[src/rtl/dram_ptest_pkg.sv]
package dram_ptest_pkg;
  typedef enum logic [1:0] {
    CYC_IDLE,
    CYC_ROW,
    CYC_CBR,
    CYC_WCBR
  } cyc_kind_e;

  function automatic int max2(input int a, input int b);
    return (a > b) ? a : b;
  endfunction
endpackage

[src/rtl/dram_ptest_dec.sv]
module dram_ptest_dec
  import dram_ptest_pkg::*;
(
  input  logic clk,
  input  logic rst_n,
  input  logic ras_n,
  input  logic cas_n,
  input  logic we_n,
  output logic row_stb,
  output logic col_stb,
  output logic col_wr,
  output logic test_mode
);
  logic      ras_q, cas_q, we_q;
  cyc_kind_e cls_q, cls_d;
  logic      hold_q, hold_d;
  logic      seen_q, seen_d;
  logic      tm_q, tm_d;
  logic      ras_fall, ras_rise, cas_fall;

  assign ras_fall = ras_q & ~ras_n;
  assign ras_rise = ~ras_q & ras_n;
  assign cas_fall = cas_q & ~cas_n;

  assign row_stb   = ras_fall & cas_n;
  assign col_stb   = (cls_q == CYC_ROW) & ~ras_n & cas_fall;
  assign col_wr    = ~we_n;
  assign test_mode = tm_q;

  // cycle kind is fixed at the row-strobe fall; write-enable hold is checked one edge later
  always_comb begin
    cls_d  = cls_q;
    hold_d = 1'b0;
    seen_d = seen_q;
    tm_d   = tm_q;
    if (ras_fall) begin
      if (cas_n) begin
        cls_d  = CYC_ROW;
        seen_d = 1'b0;
      end else if (!we_n && !we_q) begin
        cls_d  = CYC_WCBR;
        hold_d = 1'b1;
      end else begin
        cls_d = CYC_CBR;
        tm_d  = 1'b0;
      end
    end else begin
      if (hold_q) begin
        if (we_n) begin
          cls_d = CYC_CBR;
          tm_d  = 1'b0;
        end else begin
          tm_d = 1'b1;
        end
      end
      if (col_stb) seen_d = 1'b1;
      if (ras_rise) begin
        if (cls_q == CYC_ROW && !seen_q) tm_d = 1'b0;
        cls_d = CYC_IDLE;
      end
    end
  end

  always_ff @(posedge clk or negedge rst_n) begin
    if (!rst_n) begin
      ras_q  <= 1'b1;
      cas_q  <= 1'b1;
      we_q   <= 1'b1;
      cls_q  <= CYC_IDLE;
      hold_q <= 1'b0;
      seen_q <= 1'b0;
      tm_q   <= 1'b0;
    end else begin
      ras_q  <= ras_n;
      cas_q  <= cas_n;
      we_q   <= we_n;
      cls_q  <= cls_d;
      hold_q <= hold_d;
      seen_q <= seen_d;
      tm_q   <= tm_d;
    end
  end

  AST_ENTRY_ON_WCBR: assert property (@(posedge clk) disable iff (!rst_n)
    $rose(tm_q) |-> (!$past(we_n) && !$past(we_n, 2) && !$past(cas_n, 2) && !$past(ras_n, 2)));
  AST_TM_LATCHED: assert property (@(posedge clk) disable iff (!rst_n)
    col_stb |=> $stable(tm_q));
  AST_CBR_CLEARS: assert property (@(posedge clk) disable iff (!rst_n)
    (ras_q && !ras_n && !cas_n && we_n) |=> !tm_q);
endmodule

[src/rtl/dram_ptest_array.sv]
module dram_ptest_array #(
  parameter int RAW = 3,
  parameter int CAW = 3,
  parameter int DQW = 4,
  parameter int AW  = 3
) (
  input  logic           clk,
  input  logic           rst_n,
  input  logic [AW-1:0]  addr,
  input  logic [DQW-1:0] din,
  input  logic           row_stb,
  input  logic           col_stb,
  input  logic           col_wr,
  input  logic           tm,
  input  logic           cas_n,
  output logic [DQW-1:0] dout,
  output logic           dout_valid
);
  localparam int IW    = RAW + CAW;
  localparam int DEPTH = 1 << IW;
  localparam int GRP   = 4;
  localparam logic [CAW-1:0] LOWMASK = CAW'(GRP - 1);

  logic [RAW-1:0] row_q, row_d;
  logic [CAW-1:0] col;
  logic [DQW-1:0] mem [DEPTH];
  logic [DEPTH-1:0] wen;
  logic [DQW-1:0] grp [GRP];
  logic [DQW-1:0] rd_word, cmp_now;
  logic           pend_q, pend_d;
  logic [DQW-1:0] cmp_q, cmp_d;
  logic [DQW-1:0] dout_q, dout_d;
  logic           vld_q, vld_d;

  assign col   = addr[CAW-1:0];
  assign row_d = row_stb ? addr[RAW-1:0] : row_q;

  always_ff @(posedge clk or negedge rst_n) begin
    if (!rst_n) row_q <= '0;
    else        row_q <= row_d;
  end

  // word enables: one word in normal mode, a group of four in test mode
  for (genvar w = 0; w < DEPTH; w++) begin : g_wen
    localparam logic [IW-1:0] WI = IW'(w);
    assign wen[w] = col_stb & col_wr & (WI[IW-1:CAW] == row_q) &
                    (tm ? ((WI[CAW-1:0] | LOWMASK) == (col | LOWMASK))
                        : (WI[CAW-1:0] == col));
  end

  always_ff @(posedge clk) begin
    for (int w = 0; w < DEPTH; w++) begin
      if (wen[w]) mem[w] <= din;
    end
  end

  assign rd_word = mem[{row_q, col}];

  for (genvar k = 0; k < GRP; k++) begin : g_grp
    assign grp[k] = mem[{row_q, (col & ~LOWMASK) | CAW'(k)}];
  end

  assign cmp_now = (grp[0] & grp[1] & grp[2] & grp[3]) |
                   ~(grp[0] | grp[1] | grp[2] | grp[3]);

  always_comb begin
    pend_d = 1'b0;
    cmp_d  = cmp_q;
    dout_d = dout_q;
    vld_d  = vld_q;
    if (cas_n) begin
      vld_d = 1'b0;
    end else if (col_stb && !col_wr) begin
      if (tm) begin
        pend_d = 1'b1;
        cmp_d  = cmp_now;
        vld_d  = 1'b0;
      end else begin
        dout_d = rd_word;
        vld_d  = 1'b1;
      end
    end else if (pend_q) begin
      dout_d = cmp_q;
      vld_d  = 1'b1;
    end
  end

  always_ff @(posedge clk or negedge rst_n) begin
    if (!rst_n) begin
      pend_q <= 1'b0;
      cmp_q  <= '0;
      dout_q <= '0;
      vld_q  <= 1'b0;
    end else begin
      pend_q <= pend_d;
      cmp_q  <= cmp_d;
      dout_q <= dout_d;
      vld_q  <= vld_d;
    end
  end

  assign dout       = dout_q;
  assign dout_valid = vld_q;

  AST_NORMAL_READ_LAT: assert property (@(posedge clk) disable iff (!rst_n)
    (col_stb && !col_wr && !tm) |=> dout_valid);
  AST_TEST_READ_GAP: assert property (@(posedge clk) disable iff (!rst_n)
    (col_stb && !col_wr && tm) |=> !dout_valid);
  AST_TEST_READ_DONE: assert property (@(posedge clk) disable iff (!rst_n)
    (col_stb && !col_wr && tm) ##1 !cas_n |=> dout_valid);
  AST_DROP_ON_CAS_HIGH: assert property (@(posedge clk) disable iff (!rst_n)
    cas_n |=> !dout_valid);
  AST_HOLD_WHILE_CAS: assert property (@(posedge clk) disable iff (!rst_n)
    (dout_valid && !cas_n) |=> (dout_valid && $stable(dout)));
endmodule

[src/rtl/dram_ptest.sv]
module dram_ptest
  import dram_ptest_pkg::*;
#(
  parameter int RAW = 3,
  parameter int CAW = 3,
  parameter int DQW = 4
) (
  input  logic                          clk,
  input  logic                          rst_n,
  input  logic                          ras_n,
  input  logic                          cas_n,
  input  logic                          we_n,
  input  logic [max2(RAW, CAW)-1:0]     addr,
  input  logic [DQW-1:0]                din,
  output logic [DQW-1:0]                dout,
  output logic                          dout_valid,
  output logic                          test_mode
);
  localparam int AW = max2(RAW, CAW);

  logic rst_meta, rst_s;
  logic row_stb, col_stb, col_wr;

  // asynchronous assert, synchronous release
  always_ff @(posedge clk or negedge rst_n) begin
    if (!rst_n) begin
      rst_meta <= 1'b0;
      rst_s    <= 1'b0;
    end else begin
      rst_meta <= 1'b1;
      rst_s    <= rst_meta;
    end
  end

  dram_ptest_dec u_dec (
    .clk       (clk),
    .rst_n     (rst_s),
    .ras_n     (ras_n),
    .cas_n     (cas_n),
    .we_n      (we_n),
    .row_stb   (row_stb),
    .col_stb   (col_stb),
    .col_wr    (col_wr),
    .test_mode (test_mode)
  );

  dram_ptest_array #(
    .RAW (RAW),
    .CAW (CAW),
    .DQW (DQW),
    .AW  (AW)
  ) u_arr (
    .clk        (clk),
    .rst_n      (rst_s),
    .addr       (addr),
    .din        (din),
    .row_stb    (row_stb),
    .col_stb    (col_stb),
    .col_wr     (col_wr),
    .tm         (test_mode),
    .cas_n      (cas_n),
    .dout       (dout),
    .dout_valid (dout_valid)
  );
endmodule

[config.mk]
export PLATFORM = sky130hd
export DESIGN_NAME = dram_ptest
export DESIGN_NICKNAME = d
export VERILOG_FILES = /design/src/rtl/dram_ptest_pkg.sv /design/src/rtl/dram_ptest_dec.sv /design/src/rtl/dram_ptest_array.sv /design/src/rtl/dram_ptest.sv
export SDC_FILE = /design/constraint.sdc
export NUM_CORES = 1
export LEC_CHECK = 0
export CAP_MARGIN = 20
export CORE_ASPECT_RATIO = 1.4
export CORE_MARGIN = 1
export CORE_UTILIZATION = 48
export CTS_CLUSTER_DIAMETER = 60
export DETAILED_ROUTE_END_ITERATION = 10
export PLACE_DENSITY_LB_ADDON = 0.1
export SLEW_MARGIN = 20
export SYNTH_ARGS = -nofsm -noshare
export SYNTH_HDL_FRONTEND = slang
export SYNTH_SLANG_ARGS = --single-unit
[constraint.sdc]
create_clock -name clk -period 0.9 [get_ports clk]
set_input_delay 0.09 -clock clk [delete_from_list [all_inputs] [get_ports clk]]
set_output_delay 0.09 -clock clk [all_outputs]
set_load 0.05 [all_outputs]
==> results.md, run 1 <==
- Worst R2R Path Depth: 8
- P_sw: 0.008459 W
- Mapped Avg Cell Area: between 15 and 20 um^2
- Main combinational cell family by area after synthesis: multiplexers
- Compound-cell area share of the yosys netlist: 0.06101
- Overflow after GRT: 0
- Drt pass-1 iters: 5
- Fraction of the mapped netlist area in simple logic gates: 0.06270
- Post-route ant nets: 0
- Total power: about 0.033 W
- Final Instance Area: 18,760 um^2
- Core Rows: 71
- Drt drc: 0
- Setup crit end: u_arr.cmp_q[3]$_DFFE_PN0P_
- Period Utilization, post-route: 2.647
- Max_slew headroom: 0.4607
- Layout Cells excl Fill: ~1,500
- Yosys cell types: 64
- Pin count of the biggest net entering global routing: 65
- Multiplexer share of the synthesized area: 0.2279
- Fin Setup TNS: -306.03 ns
- XOR/XNOR share of the synthesized area: 0
- Most frequent cell after synthesis: edfxtp_1
- Worst reg2reg startpoint: u_arr.row_q[0]$_DFFE_PN0P_
- Synth area leader: edfxtp_1
- Number of buffers created by CTS: 27
- Crit start category: flop
- Root Driver: clkbuf_16
- Global-route total usage across every layer: 0.3528
- Layout Utilization: 0.6925
- Placed cell area: around 17,000 um^2
- Final Hold Viols: 0
- Clock skew: roughly 0.012 ns
- Synth Area in Adders: 0.001874
- Clock Power Share: 0.361
- Worst setup margin: -1.482 ns
- FMAX: roughly 0.42 GHz
- Slew Viols, Final: 0
- Die height: roughly 200 um
- CTS H-tree depth: 1
- Total die area: 28,490 um^2
- Detail Placement HPWL: roughly 36 mm
- Sink Count: 279
- Pwr/cell area: between 1500 and 2000 nW/um^2
- Critical path data required time: 1.38 ns
- Initial Utilization: 0.4927
- Syn nets: 840
- Worst IR Drop VDD: approximately 1.7 mV
- Status: complete, but fails checks
- Internal power: between 0.02 and 0.025 W
- First-pass GRT wire length: a little under 70 mm
- DR vias: ~9,600
- Seq pwr share: 0.439
- TritonCTS clock tree: built
- Worst Path Arrival: approximately 2.9 ns
- WL final: ~48 mm
- Ys flop type: edfxtp_1
- PortBufs: 17
- Largest cells by area after synthesis: edfxtp_1, mux4_2, mux2i_1, dfrtp_1, mux2_2
- # setup viols final: 280
- Number of synthesized flops with an enable pin: 256
- RSZ-0062 raised after global routing: yes
- Initial DRC count: ~830
- Gate Count Post-Synth: between 800 and 900
- Die width: 143.0 um
- Net Sw Frac: 0.2590
- Yosys warning count: 0
- Syn Std Cell Area: roughly 13,000 um^2
- Core area: approximately 27,000 um^2
- Placed cells: ~1,400
- Worst hold path type: in2reg
- Crit path launch: u_arr.row_q[0]$_DFFE_PN0P_
- Combinational share of power: 0.201
- Area grow syn2layout: 40.53%
- Vias per cell: around 6.3
- Pleak: ~6.6 nW
- Synth Register Bits: between 200 and 300
- Worst Max-Slew Pin Slew: between 0.8 and 0.9 ns
- Post-synth top cells: edfxtp_1, mux4_2, nor2_1
- Worst-skew pair later-pin latency: approximately 0.55 ns
- Nets@finish: roughly 1,100
- CTS max path bufs: 3
- Vias in the first global route: slightly above 10,000
- N_diodes: 0
- Max-capacitance violation count: 0
- Violations in the final reports: setup timing
- Crit Path Max Fanout: 6
- Avg WL per Cell: around 32 um
- Worst-path clk slew: 0.07 ns
- Minimum clock period after layout: around 2.4 ns
- Share of the synthesized area in the top cell type: 0.5758
- Antenna violations before repair: 0
- R2R Setup Slk: -1.48 ns
- Async set-reset flop share out of synthesis: 0.08244
- GP Congestion: about 1.0
- R2R Path End: u_arr.cmp_q[3]$_DFFE_PN0P_
- Register area share after synthesis: 0.6192
- Kind of critical path: reg2reg
- Layout cells sized above 1: 0.5536
- CP Capture Type: flop
- Ports: 18
[critical path, stage by stage (launching register included)]
cell     delay, ns
dfrtp_4       0.57
buf_16        0.19
buf_6         0.14
mux4_2        0.43
mux2i_1       0.12
or4_4         0.55
nand3_4       0.12
o21ai_2       0.06
o21ai_1       0.12
[layer usage]
metal / vias to the layer above / track usage / part of all wire
met5: - / 0 / 0
met4: 0 / 0.3297 / 0.10
met3: 210 / 0.04889 / 0.049
met2: 456 / 0.6110 / 0.51
met1: 4904 / 0.3678 / 0.33
li1: 4001 / - / -
[final cells by class]
type / instances / area, um^2
clock buffers: 27 / 675.6
inverters: 16 / 67.56
well taps: 365 / 456.7
fillers: 1859 / 8333
clock inverters: 22 / 247.7
multi-input cells: 477 / 5903
flip-flops and latches: 279 / 8274
repair buffers: 326 / 3137
[state kept, by name (all words and copies together) (netlist names), 2 cells and up]
register	count
u_arr.dout	4
u_dec.cls_q	2
u_arr.mem	256
u_arr.row_q	3
u_arr.cmp_q	4
[what timing repair did]
action | 4_1_cts | 5_1_grt
pin swaps | 50 | 34
buffers inserted | 36 | 13
gates resized for setup | 133 | 57
hold endpoints to repair | 2 | 0
cloned | 2 | 0
hold buffers | 1 | 0
setup endpoints to repair | 280 | 280
[cell families (layout without fill, tap and decap cells)]
family / count (synthesis) / count (layout)
muxes: 180 / 180
DFF: 279 / 279
adders and majority gates: 2 / 2
buffers and inverters: 70 / 391
other: 1 / 1
and+or+nand+nor: 179 / 179
AOI/OAI and AO/OA: 115 / 115
[power by group through the flow]
stage	clock network [W]	logic, W	registers, W
2_1_floorplan	0	0.00310	0.0146
3_3_place_gp	0	0.00501	0.0146
3_5_place_dp	0	0.00508	0.0146
4_1_cts	0.0119	0.00622	0.0143
5_1_grt	0.0123	0.00679	0.0143
6_report	0.0118	0.00655	0.0143
[stage by stage]
step	hold slack [ns]	setup WS, ns
detailed placement	0.2219	-1.584
CTS	0.03787	-1.443
finish	0.03494	-1.482
global placement	0.2181	-1.619
floorplan	-0.2056	-1.192
global route	0.04654	-1.514
[cells in the final DEF, fill, tap and decap left out, types with 8 or more instances in the layout]
cell,n
inv_1,11
dfrtp_1,18
edfxtp_1,256
nand2_1,23
nor2_4,65
nor2b_1,8
nand3_1,11
clkbuf_16,27
buf_6,33
o21ai_0,11
a22oi_1,12
nor2_1,10
buf_4,235
o21ai_4,9
mux2i_1,54
buf_8,13
mux2_2,20
nand4_1,8
mux4_2,85
buf_12,34
o21ai_2,8
mux2_4,8
a221oi_1,14
[worst min-delay path by stage]
stage / startpoint / end / slack [ns] / cells past startpoint
final: din[1] / u_arr.mem[1][1]$_DFFE_PP_ / 0.03 / 2
after global routing: din[2] / u_arr.mem[9][2]$_DFFE_PP_ / 0.05 / 2
after CTS: din[3] / u_arr.mem[1][3]$_DFFE_PP_ / 0.04 / 2
after detailed placement: rst_s$_DFF_PN0_ / u_dec.hold_q$_DFF_PN0_ / 0.22 / 1
after global placement: rst_s$_DFF_PN0_ / u_dec.cls_q[0]$_DFFE_PN0P_ / 0.22 / 1
after floorplan: rst_n / rst_meta$_DFF_PN0_ / -0.21 / 0
Note: power is estimated with default switching activity, not from simulation.
==> run 2, diff against run 1 <==
--- a/config.mk
+++ b/config.mk
@@ -13,4 +13,5 @@
 export DETAILED_ROUTE_END_ITERATION = 10
 export PLACE_DENSITY_LB_ADDON = 0.1
+export SKIP_LAST_GASP = 1
 export SLEW_MARGIN = 20
 export SYNTH_ARGS = -nofsm -noshare
==> constraint.sdc (replaced) <==
create_clock -name clk -period 0.9 [get_ports clk]
set_input_delay 0.18 -clock clk [delete_from_list [all_inputs] [get_ports clk]]
set_output_delay 0.18 -clock clk [all_outputs]
set_load 0.05 [all_outputs]
==> run 2 against run 1 <==
  * The flow still finishes with violations (setup timing)
  * Non-clock buffer count fell by 1
  * Sequential power barely moved
  * Combinational power is 14% lower
  * Clock skew shrank 0.0025 ns
  * Final cell count about the same
==> results.md, run 2 (synthesis gave the netlist of run 1 again) <==
- Post-route ant nets: 0
- Number of buffers created by CTS: 27
- RSZ-0062 raised after global routing: yes
- Sink Count: about 280
- Detail Placement HPWL: between 30 and 40 mm
- Worst hold path type: in2reg
- Pwr/cell area: roughly 1700 nW/um^2
- Worst Path Arrival: about 2.9 ns
- Minimum clock period after layout: 2.392 ns
- Layout cells sized above 1: 0.5366
- First-pass GRT wire length: 68.55 mm
- CTS max path bufs: 3
- Most common cell after layout, fill and taps aside: edfxtp_1
- Pleak: about 6.6 nW
- Ports: 18
- Commonest non-fill, non-tap cells in the layout: edfxtp_1, buf_4, mux4_2
- Overflow after GRT: 0
- Worst Max-Slew Pin Slew: between 1 and 1.5 ns
- Die width: 143.0 um
- Top reg by flops: u_arr.mem
- Core Rows: 71
- Max_slew headroom: 0.2820
- Worst setup margin: -1.492 ns
- Die height: ~200 um
- CP Capture Type: flop
- Placed cell area: about 17,000 um^2
- WL final: about 48 mm
- Antenna violations before repair: 0
- Area grow syn2layout: 39.06%
- Final Hold Viols: 0
- GP Congestion: ~1
- R2R Setup Slk: -1.49 ns
- Worst-skew pair later-pin latency: roughly 0.56 ns
- Global-route total usage across every layer: 0.3543
- Violations in the final reports: setup timing
- Avg WL per Cell: roughly 32 um
- CTS H-tree depth: 1
- Vias in the first global route: between 9,000 and 10,000
- Pin count of the biggest net entering global routing: 65
- Drt pass-1 iters: 5
- Initial Utilization: 0.4927
- DR vias: 9,548
- Drt drc: 0
- Critical path data required time: approximately 1.4 ns
- Period Utilization, post-route: 2.658
- FMAX: ~0.42 GHz
- Worst IR Drop VDD: about 1.5 mV
- Kind of critical path: reg2reg
- Area of the multi-input gates: between 5000 and 6000 um^2
- TritonCTS clock tree: built
- # setup viols final: 280
- Root Driver: clkbuf_16
- Crit Path Max Fanout: 11
- FF/Latch Area: between 8000 and 9000 um^2
- Slew Viols, Final: 0
- Total die area: ~28,000 um^2
- N_diodes: 0
- Final Instance Area: 18,570 um^2
- Final hold slack: 0.07475 ns
- Clock skew: slightly below 0.01 ns
- Crit start category: flop
- Max-capacitance violation count: 0
- Initial DRC count: around 850
- Worst-path clk slew: around 0.070 ns
- Vias per cell: 6.319
- Max reg flops: 256
- Nets@finish: between 1,000 and 1,500
- Status: complete, but fails checks
- Fill cells: 1,830
- PortBufs: 17
- Core area: 27,090 um^2
-- run 2: changes by cell type in the layout (fill, tap and decap cells not counted), sizes merged --
cell / change
inv: -1
bufinv: +1
clkinv: -1
buf: -1
clkbuf: +3
clkinvlp: -2
-- run 2: per-stage QoR --
stage | total power (W) | utilization | setup slack (ns) | setup TNS [ns] | cells
5_1_grt | 0.03271 | 0.6852 | -1.527 | -320.69 | 1511
3_5_place_dp | 0.01949 | 0.6104 | -1.598 | -367.82 | 1427
3_3_place_gp | 0.01942 | 0.6104 | -1.626 | -366.01 | 1427
6_report | 0.03192 | 0.6852 | -1.492 | -301.35 | 1511
2_1_floorplan | 0.01757 | - | -1.188 | -255.46 | 826
4_1_cts | 0.03173 | 0.6723 | -1.469 | -298.30 | 1493
-- run 2: path summary, 6_finish.rpt --
path | start | end | depth (start not counted)
setup / recovery | u_arr.row_q[0]$_DFFE_PN0P_ | u_arr.cmp_q[1]$_DFFE_PN0P_ | 8
hold / removal | din[2] | u_arr.mem[29][2]$_DFFE_PP_ | 2
setup reg to reg | u_arr.row_q[0]$_DFFE_PN0P_ | u_arr.cmp_q[1]$_DFFE_PN0P_ | 8
hold reg to reg | rst_s$_DFF_PN0_ | u_dec.hold_q$_DFF_PN0_ | 1
max in group asynchronous | rst_n | rst_meta$_DFF_PN0_ | 2
min in group asynchronous | rst_s$_DFF_PN0_ | u_dec.hold_q$_DFF_PN0_ | 1
-- run 2: critical path, stage by stage (launching register included) --
cell and delay, ns:
dfrtp_4 0.57, buf_8 0.19, buf_4 0.17, mux4_2 0.40
mux2i_1 0.12, or4_4 0.55, nand3_2 0.10, o31ai_1 0.07
o21ai_1 0.14
-- run 2: layout make-up --
| type | count | share of cell area |
|---|---|---|
| Sequential cell | 279 | 0.4457 |
| Multi-Input combinational cell | 477 | 0.3096 |
| Timing Repair Buffer | 325 | 0.1667 |
| Clock buffer | 30 | 0.03700 |
| Tap cell | 365 | 0.02460 |
| Clock inverter | 19 | 0.01267 |
| Inverter | 16 | 0.003707 |
-- run 2: repair_timing --
| action | CTS | global route |
|---|---|---|
| endpoints found under the setup margin | 280 | 280 |
| pin swaps | 62 | 25 |
| resized for setup | 121 | 54 |
| buffers inserted | 15 | 22 |
| hold endpoints to repair | 2 | 0 |
| gates cloned | 1 | 0 |
| hold buffers | 1 | 0 |
-- run 2: where the power goes --
group / switching [W] / internal (W)
Clock: 0.00499 / 0.00697
Combinational: 0.00295 / 0.00269
Sequential: 0.0000997 / 0.0142
-- run 2: layer usage --
| layer | track usage | share of wire | wire, um |
|---|---|---|---|
| met4 | 0.2951 | 0.099 | 4768 |
| met5 | 0 | 0 | 0 |
| met2 | 0.6360 | 0.53 | 25280 |
| met1 | 0.3689 | 0.32 | 15500 |
| met3 | 0.04218 | 0.053 | 2547 |
==> run 3, diff against run 2 <==
GPL_ROUTABILITY_DRIVEN = 0   (was default)
==> run 3 against run 2 <==
  * The flow still finishes with violations (setup timing)
  * Via count shrank 0.30%
  * Core utilization shrank 0.79 points
  * Sequential share of layout area grew 0.53 points
  * Worst hold slack lost 0.017 ns
  * Non-clock buffer count shrank 22
  * Clock power shrank 7%
  * Critical path depth shrank 2
  * Sequential power is essentially flat
  * Combinational power grew 2%
  * Global-route usage shrank 1.6 points
  * Critical path type unchanged
==> results.md, run 3 (synthesis gave the netlist of run 1 again) <==
- Status: complete, but fails checks
- Violations in the final reports: setup timing
- Pwr/cell area: 1705 nW/um^2
- Die height: between 150 and 200 um
- PortBufs: 17
- Worst reg2reg startpoint: u_arr.row_q[0]$_DFFE_PN0P_
- Fill cells: 1,840
- Root Driver: clkbuf_16
- CTS H-tree depth: 1
- Max reg flops: between 200 and 300
- Max-capacitance violation count: 0
- Worst IR Drop VDD: 1.713 mV
- Cells on Worst Hold Path: 2
- Layout cells sized above 1: 0.5307
- Worst setup margin: -1.447 ns
- Final Instance Area: ~18,000 um^2
- Pleak: ~6.5 nW
- Most common cell after layout, fill and taps aside: edfxtp_1
- Worst path max stage delay: a little over 0.6 ns
- Sink Count: roughly 280
- FF/Latch Area: ~8300 um^2
- Post-route ant nets: 0
- WL final: between 40 and 50 mm
- Drt pass-1 iters: 6
- R2R Path End: u_arr.cmp_q[2]$_DFFE_PN0P_
- R2R Setup Slk: -1.45 ns
- TritonCTS clock tree: built
- Vias in the first global route: 10,190
- Crit start category: flop
- Critical path data required time: 1.34 ns
- CP Capture Type: flop
- Worst R2R Path Depth: 6
- Worst hold path type: in2reg
- Worst Path Arrival: ~2.8 ns
- CTS max path bufs: 3
- Avg WL per Cell: around 31 um
- Die width: around 140 um
- Period Utilization, post-route: 2.608
- Area of the multi-input gates: 5690 um^2
- Core Rows: 71
- Max_slew headroom: 0.2642
- Antenna violations before repair: 1
- Core area: about 27,000 um^2
- # setup viols final: 280
- Kind of critical path: reg2reg
- Clock skew: 0.01314 ns
- RSZ-0062 raised after global routing: yes
- Crit Path Max Fanout: 5
- Initial Utilization: 0.4927
- Slew Viols, Final: 0
- Area grow syn2layout: 37.46%
- Total power: approximately 0.031 W
- Top reg by flops: u_arr.mem
- DR vias: 9,519
- Final Hold Viols: 0
- Worst Max-Slew Pin Slew: approximately 1.1 ns
- Initial DRC count: approximately 800
- Minimum clock period after layout: roughly 2.3 ns
- Number of buffers created by CTS: 27
- Placed cell area: between 15,000 and 20,000 um^2
- Worst-path clk slew: approximately 0.070 ns
- End of the worst hold path: u_arr.mem[9][3]$_DFFE_PP_
- Overflow after GRT: 0
- First-pass GRT wire length: ~66 mm
- Nets@finish: roughly 1,100
- Final hold slack: between 0.05 and 0.06 ns
- Ports: 18
- Detail Placement HPWL: approximately 35 mm
- Global-route total usage across every layer: 0.3381
- Worst-path cell with the longest stage delay: mux4_4
- Worst-skew pair later-pin latency: about 0.56 ns
- FMAX: around 0.43 GHz
- Min-delay src: din[3]
- Layout Utilization: 0.6773
- Total die area: 28,490 um^2
- Fin Setup TNS: -317.58 ns
- Critical-path cell list: buf_8 -> mux4_4 -> mux2_4 -> and4_1 -> o211a_1 -> a211o_1
- Commonest non-fill, non-tap cells in the layout: edfxtp_1, buf_4, mux4_2
- Vias per cell: between 6 and 7
- Pin count of the biggest net entering global routing: 40
- Drt drc: 0
## run 3: cell count changes in the layout (fill, tap and decap cells not counted), sizes merged
cell / delta
clkinv: +1
buf: -23
diode: +1
clkbuf: +1
clkinvlp: +2
inv: +1
bufinv: -3
## run 3: area by class of cell
type | instances | share of cell area
diodes | 1 | 0.0001364
flip-flops and latches | 279 | 0.4509
clock inverters | 20 | 0.01030
clock buffers | 30 | 0.03743
repair buffers | 303 | 0.1622
multi-input cells | 477 | 0.3101
inverters | 16 | 0.004023
well taps | 365 | 0.02489
## run 3: layer usage
layer  global-route usage  routed length, um  vias up
met1               0.3407              14330     4754
met2               0.6079              24020      550
met3              0.05128               2727      252
met5                    0                  0        -
met4               0.2879               4883        0
li1                     -                  -     3963
## run 3: stage by stage
stage          cells  setup WS, ns
2_1_floorplan    826        -1.188
5_1_grt         1490        -1.469
4_1_cts         1481        -1.373
3_5_place_dp    1405        -1.634
6_report        1491        -1.447
3_3_place_gp    1405        -1.602
## run 3: worst max-delay path, delay by kind of cell, from the launching register on
kind	cells	cell delay [ns]
muxes	2	0.92
DFF	1	0.50
AOI/OAI and AO/OA	2	0.50
buffers and inverters	1	0.15
and+or+nand+nor	1	0.15
## run 3: where the power goes
group,internal (W),switching (W)
Combinational,0.00277,0.00296
Sequential,0.0142,0.000111
Clock,0.00618,0.00505
## run 3: worst max-delay path by stage
| stage | from | to | slack [ns] |
|---|---|---|---|
| floorplan | u_arr.row_q[0]$_DFFE_PN0P_ | u_arr.cmp_q[2]$_DFFE_PN0P_ | -1.19 |
| global placement | u_arr.row_q[0]$_DFFE_PN0P_ | u_arr.cmp_q[2]$_DFFE_PN0P_ | -1.60 |
| detailed placement | u_arr.row_q[0]$_DFFE_PN0P_ | u_arr.cmp_q[2]$_DFFE_PN0P_ | -1.63 |
| CTS | u_arr.row_q[0]$_DFFE_PN0P_ | u_arr.cmp_q[2]$_DFFE_PN0P_ | -1.37 |
| global route | u_arr.row_q[0]$_DFFE_PN0P_ | u_arr.cmp_q[2]$_DFFE_PN0P_ | -1.47 |
| finish | u_arr.row_q[0]$_DFFE_PN0P_ | u_arr.cmp_q[2]$_DFFE_PN0P_ | -1.45 |
## run 3: repair_timing
action / CTS / global route
setup endpoints to repair: 280 / 280
cloned: 0 / 1
buffers inserted: 27 / 12
endpoints found under the hold margin: 2 / 0
resized for setup: 130 / 41
pin swaps: 79 / 22
hold buffers: 1 / 0
